==> src/rtl/scrx_pkg.sv <==
package scrx_pkg;

    localparam int CNT_W = 10;
    localparam int SEL_W = 3;

    typedef logic [CNT_W-1:0] cnt_t;

    typedef enum logic [2:0] {
        ST_IDLE,
        ST_START,
        ST_DATA,
        ST_PARITY,
        ST_STOP
    } rx_state_e;

    typedef struct packed {
        logic perr;
        logic ferr;
    } rx_flags_t;

    function automatic cnt_t ratio_of(input logic [SEL_W-1:0] idx);
        cnt_t r;
        case (idx)
            3'd0:    r = cnt_t'(32);
            3'd1:    r = cnt_t'(64);
            3'd2:    r = cnt_t'(372);
            3'd3:    r = cnt_t'(256);
            3'd4:    r = cnt_t'(93);
            3'd5:    r = cnt_t'(128);
            3'd6:    r = cnt_t'(186);
            default: r = cnt_t'(512);
        endcase
        return r;
    endfunction

    function automatic cnt_t sample_of(input cnt_t period);
        return (period >> 1) - cnt_t'(1);
    endfunction

endpackage

==> src/rtl/scrx_line_sync.sv <==
module scrx_line_sync #(
    parameter int STAGES = 2
) (
    input  logic clk_i,
    input  logic rst_i,
    input  logic d_i,
    output logic q_o
);
    logic [STAGES-1:0] chain_q;

    always_ff @(posedge clk_i) begin
        if (rst_i) begin
            chain_q <= '1;
        end else begin
            chain_q <= {chain_q[STAGES-2:0], d_i};
        end
    end

    assign q_o = chain_q[STAGES-1];
endmodule

==> src/rtl/scrx_base_tick.sv <==
module scrx_base_tick #(
    parameter int BASE_DIV = 1
) (
    input  logic clk_i,
    input  logic rst_i,
    output logic tick_o
);
    generate
        if (BASE_DIV <= 1) begin : g_every
            assign tick_o = 1'b1;
        end else begin : g_div
            localparam int DW = $clog2(BASE_DIV);
            logic [DW-1:0] div_q;
            always_ff @(posedge clk_i) begin
                if (rst_i) begin
                    div_q <= '0;
                end else if (div_q == DW'(BASE_DIV - 1)) begin
                    div_q <= '0;
                end else begin
                    div_q <= div_q + DW'(1);
                end
            end
            assign tick_o = (div_q == DW'(BASE_DIV - 1));
        end
    endgenerate
endmodule

==> src/rtl/scrx_ratio_map.sv <==
module scrx_ratio_map
    import scrx_pkg::*;
(
    input  logic [SEL_W-1:0] idx_i,
    output cnt_t             period_o,
    output cnt_t             sample_o
);
    always_comb begin
        period_o = ratio_of(idx_i);
        sample_o = sample_of(period_o);
    end
endmodule

==> src/rtl/scrx_frame_fsm.sv <==
module scrx_frame_fsm
    import scrx_pkg::*;
#(
    parameter int DATA_W = 8
) (
    input  logic              clk_i,
    input  logic              rst_i,
    input  logic              tick_i,
    input  logic              line_i,
    input  cnt_t              period_i,
    input  cnt_t              sample_i,
    output logic [DATA_W-1:0] data_o,
    output logic              valid_o,
    output rx_flags_t         flags_o,
    output rx_state_e         state_o,
    output cnt_t              cnt_o
);
    localparam int IDX_W = (DATA_W > 1) ? $clog2(DATA_W) : 1;

    rx_state_e         state_q;
    cnt_t              cnt_q;
    logic [IDX_W-1:0]  bit_q;
    logic [DATA_W-1:0] shift_q;
    logic              par_q;
    logic              prev_q;
    logic              at_mid;
    logic              at_end;

    assign at_mid = (cnt_q == sample_i);
    assign at_end = (cnt_q == period_i - cnt_t'(1));

    always_ff @(posedge clk_i) begin
        if (rst_i) begin
            state_q <= ST_IDLE;
            cnt_q   <= '0;
            bit_q   <= '0;
            shift_q <= '0;
            par_q   <= 1'b0;
            prev_q  <= 1'b1;
            data_o  <= '0;
            valid_o <= 1'b0;
            flags_o <= '0;
        end else begin
            valid_o <= 1'b0;
            flags_o <= '0;
            if (tick_i) begin
                prev_q <= line_i;
                if (state_q == ST_IDLE) begin
                    cnt_q <= '0;
                    if (prev_q && !line_i) begin
                        state_q <= ST_START;
                    end
                end else begin
                    cnt_q <= at_end ? '0 : cnt_q + cnt_t'(1);
                    if (at_mid) begin
                        case (state_q)
                            ST_START: begin
                                if (line_i) begin
                                    state_q <= ST_IDLE;
                                    cnt_q   <= '0;
                                end
                            end
                            ST_DATA:   shift_q <= {line_i, shift_q[DATA_W-1:1]};
                            ST_PARITY: par_q   <= line_i;
                            ST_STOP: begin
                                valid_o      <= 1'b1;
                                data_o       <= shift_q;
                                flags_o.perr <= (^shift_q) ^ par_q;
                                flags_o.ferr <= !line_i;
                                state_q      <= ST_IDLE;
                                cnt_q        <= '0;
                            end
                            default: ;
                        endcase
                    end
                    if (at_end) begin
                        case (state_q)
                            ST_START: begin
                                state_q <= ST_DATA;
                                bit_q   <= '0;
                            end
                            ST_DATA: begin
                                if (bit_q == IDX_W'(DATA_W - 1)) begin
                                    state_q <= ST_PARITY;
                                end else begin
                                    bit_q <= bit_q + IDX_W'(1);
                                end
                            end
                            ST_PARITY: state_q <= ST_STOP;
                            default: ;
                        endcase
                    end
                end
            end
        end
    end

    assign state_o = state_q;
    assign cnt_o   = cnt_q;
endmodule

==> src/rtl/scrx_receiver.sv <==
module scrx_receiver
    import scrx_pkg::*;
#(
    parameter int DATA_W   = 8,
    parameter int BASE_DIV = 1
) (
    input  logic              clk_i,
    input  logic              rst_i,
    input  logic              ratio_hi_i,
    input  logic [1:0]        ratio_lo_i,
    input  logic              rx_i,
    output logic [DATA_W-1:0] rx_data_o,
    output logic              rx_valid_o,
    output logic              parity_err_o,
    output logic              frame_err_o
);
    logic      rx_sync;
    logic      base_tick;
    cnt_t      bit_period;
    cnt_t      mid_point;
    rx_flags_t flags;
    rx_state_e fsm_state;
    cnt_t      fsm_cnt;

    scrx_line_sync #(.STAGES(2)) sync_i (
        .clk_i (clk_i),
        .rst_i (rst_i),
        .d_i   (rx_i),
        .q_o   (rx_sync)
    );

    scrx_base_tick #(.BASE_DIV(BASE_DIV)) tick_i (
        .clk_i  (clk_i),
        .rst_i  (rst_i),
        .tick_o (base_tick)
    );

    scrx_ratio_map map_i (
        .idx_i    ({ratio_hi_i, ratio_lo_i}),
        .period_o (bit_period),
        .sample_o (mid_point)
    );

    scrx_frame_fsm #(.DATA_W(DATA_W)) fsm_i (
        .clk_i    (clk_i),
        .rst_i    (rst_i),
        .tick_i   (base_tick),
        .line_i   (rx_sync),
        .period_i (bit_period),
        .sample_i (mid_point),
        .data_o   (rx_data_o),
        .valid_o  (rx_valid_o),
        .flags_o  (flags),
        .state_o  (fsm_state),
        .cnt_o    (fsm_cnt)
    );

    assign parity_err_o = flags.perr;
    assign frame_err_o  = flags.ferr;
endmodule

==> config.mk <==
export PLATFORM = sky130hd
export DESIGN_NAME = scrx_receiver
export DESIGN_NICKNAME = d
export VERILOG_FILES = /design/src/rtl/scrx_pkg.sv /design/src/rtl/scrx_line_sync.sv /design/src/rtl/scrx_base_tick.sv /design/src/rtl/scrx_ratio_map.sv /design/src/rtl/scrx_frame_fsm.sv /design/src/rtl/scrx_receiver.sv
export SDC_FILE = /design/constraint.sdc
export NUM_CORES = 1
export LEC_CHECK = 0
export ABC_CLOCK_PERIOD_IN_PS = 3800
export BUFFER_PORTS_ARGS = -buffer_cell sky130_fd_sc_hd__buf_2
export CAP_MARGIN = 30
export CORE_MARGIN = 4
export CORE_UTILIZATION = 45
export CTS_BUF_LIST = sky130_fd_sc_hd__clkbuf_4
export CTS_CLUSTER_DIAMETER = 120
export DETAILED_ROUTE_END_ITERATION = 10
export GPL_TIMING_DRIVEN = 0
export PLACE_DENSITY = 0.68
export SYNTH_ARGS = -nofsm -noshare
export SYNTH_HDL_FRONTEND = slang
export SYNTH_SLANG_ARGS = --single-unit
==> constraint.sdc <==
create_clock -name clk_i -period 3.8 [get_ports clk_i]
set_input_delay 0.38 -clock clk_i [delete_from_list [all_inputs] [get_ports clk_i]]
set_output_delay 0.38 -clock clk_i [all_outputs]
set_load 0.05 [all_outputs]
==> out/results.txt <==
worst flop-to-flop path startpoint: fsm_i.cnt_o[5]
largest net degree at the start of global routing: 12
crit path launch: ratio_hi_i
Setup WS pre-CTS: 0.549 ns
DRT iter0 DRCs: 81
Die Span Y: 78.1 um
Worst-path clk slew: 0.11 ns
Synth area leaders: dfxtp_1 (35%), xnor2_1 (8.7%), nor2_1 (5.3%)
crit path time final: 2.89 ns
WL/cell: 13.1 um
Die Wd: 78.1 um
I/O Pins: 17
Antenna diodes: 0
die area: 6100 um^2
final worst setup slack: 0.906 ns
TritonCTS Sinks: 39
cts repair resizes: 0
Post-Synth Adder-Cell Area: 2.27%
average vias per placed instance: 5.36
P per Cell Area: 325 nW/um^2
share of cells above drive strength 1: 16.0%
# nets final: 297
critical path class: in2reg
first-pass GRT wire length: 8250 um
initial antenna violation count: 0
CP Launch Type: input port
register area: 781 um^2
gr usage total: 16.8%
CTS tree: yes
post-synthesis mux area share: 4.08%
number of flops mapped to enable cells by yosys: 0
final WL: 4660 um
Initial Util: 46.5%
average size of a mapped cell: 8.31 um^2
Final Wtd Congestion: 0.912
Compound-Gate Fraction of Synth Area: 16.9%
CP required: 4.02 ns
worst hold-check path type: in2reg
register-to-register setup slack: 1.36 ns
CTS H-tree lvls: 2
TritonRoute pass-1 iters: 4
vias in the first global route: 1824
clock tree root buffer cell: clkbuf_4
fill cell count: 493
Main synth FF type: dfxtp_1
Multi-input gate area: 1300 um^2
R2R Path End: fsm_i.data_o[1]
Final Hold Fails: 0
Synth Net Count: 276
max-slew violations: 0
total CTS buffers: 5
Seq cells post-synth: 39
Max-Cap Viols: 0
DRC violation count after routing: 0
fraction of the mapped netlist area in simple logic gates: 24.7%
Hold Slack: 0.214 ns
clk_lat worst skew: 0.34 ns
Synth area leader: dfxtp_1
core outline area: 4750 um^2
Clock Path Buffers: 2
Synth Area in XOR/XNOR: 10.7%
Mapped Cells: 266
highest net fanout along the worst path: 10
total grt overflow: 0
Rows: 25
clock skew: 0.00707 ns
fin crit share: 76.1%
Routed Antenna Nets: 0
Worst Setup End Kind: flop
number of synthesis warnings: 0
Max VDD drop: 0.257 mV
Setup crit end: fsm_i.data_o[1]
Port Buffers: 14
post-CTS setup buffer count: 0
Peak Freq: 346 MHz
setup violators final: 0
Mapped Area: 2210 um^2
Worst EP arrival: 3.11 ns
DP HPWL: 3270 um
hold buffers post-CTS: 0
Synth cell types: 48
fin util: 51.3%
Post-synth ARST share: 0%
hold_sp: rx_i
Seq/Total Area, Yosys: 35.3%
Area growth syn-to-layout: 10.4%
largest family of logic cells by synthesized area: simple AND/OR/NAND/NOR gates
setup TNS: 0 ns
worst slew pin tran: 0.496 ns
status: finished, final reports clean
reg2reg path depth: 9
top-area cell type share of the netlist area: 35.3%
Lkg Pwr: 0.885 nW
via count: 1897
RSZ-0062 raised after global routing: no
relative slew slack: 66.9%
[final cells by class]
cell class / count / share of cell area, %
clock inverters: 1 / 1.23
flip-flops and latches: 39 / 32.0
clock buffers: 6 / 1.85
well taps: 67 / 3.44
repair buffers: 14 / 2.87
plain buffers: 20 / 4.36
inverters: 7 / 1.08
multi-input cells: 200 / 53.2
[metrics by stage]
step / power (mW) / instance area (um^2) / instances
6_report: 0.793 / 2440 / 354
5_1_grt: 0.838 / 2440 / 354
3_3_place_gp: 0.529 / 2360 / 347
4_1_cts: 0.804 / 2440 / 354
2_1_floorplan: 0.508 / 2210 / 266
3_5_place_dp: 0.530 / 2360 / 347
[flip-flops by register name, indices dropped and copies added, names as in the netlist]
| name | cells |
|---|---|
| fsm_i.cnt_o | 10 |
| fsm_i.data_o | 8 |
| fsm_i.shift_q | 8 |
| fsm_i.bit_q | 3 |
| fsm_i.state_o | 3 |
| fsm_i.flags_o | 2 |
| sync_i.chain_q | 2 |
| fsm_i.par_q | 1 |
| fsm_i.prev_q | 1 |
| fsm_i.valid_o | 1 |
[worst min path at each step]
stage                        end  slack, ns  cells past startpoint
2_1_floorplan  sync_i.chain_q[1]       0.39                      1
5_1_grt        sync_i.chain_q[0]       0.20                      2
4_1_cts        sync_i.chain_q[0]       0.20                      2
6_report       sync_i.chain_q[0]       0.21                      2
3_3_place_gp   sync_i.chain_q[1]       0.39                      1
3_5_place_dp   sync_i.chain_q[1]       0.41                      1
[power breakdown]
group | switching, mW | internal [mW]
logic | 0.0622 | 0.0391
registers | 0.00555 | 0.415
clock network | 0.129 | 0.143
[cell usage after synthesis, drive strengths merged, types with 2 or more instances]
cell     n
o21ai   11
nand2   15
inv      7
o31ai    3
or3      5
nor4     2
xor2     5
nand2b   4
o32a     2
nor3     9
xnor2   22
mux2i    9
nand3b   2
buf     11
and3     4
nor2    32
or2      4
nand3   14
nand4    3
a21bo    3
or3b     2
a211oi   3
clkbuf   9
nor2b    4
o221ai   2
dfxtp   39
a21oi   22
ha       4
[worst max-delay path, stage by stage]
cell	delay, ns
buf_4	0.13
buf_2	0.23
nor2b_1	0.20
o21bai_1	0.09
ha_1	0.20
buf_2	0.19
xnor2_1	0.15
or3_1	0.36
a32oi_2	0.26
nand4_2	0.22
nor3b_2	0.23
buf_6	0.18
mux2i_1	0.22
nor2_1	0.06
[layer usage]
| metal | GRT usage [%] | wire [um] |
|---|---|---|
| met4 | 6.47 | 62 |
| met3 | 3.10 | 175 |
| met5 | 0 | 0 |
| met1 | 20.9 | 2130 |
| met2 | 28.9 | 2280 |
[cell usage in the layout (no fill, tap or decap), drive strengths merged, types with 5 or more instances in the layout]
master,n
a21oi,22
buf,25
clkbuf,15
dfxtp,39
inv,7
mux2i,9
nand2,15
nand3,14
nor2,32
nor3,9
o21ai,11
or3,5
xnor2,22
xor2,5
[kinds of logic after synthesis]
group	after synthesis
compound gates	56
mux	9
simple gates	104
xor+xnor	27
buf+inv	27
fa+ha+maj	4
flops	39
Power figures use the tool's default switching activity.
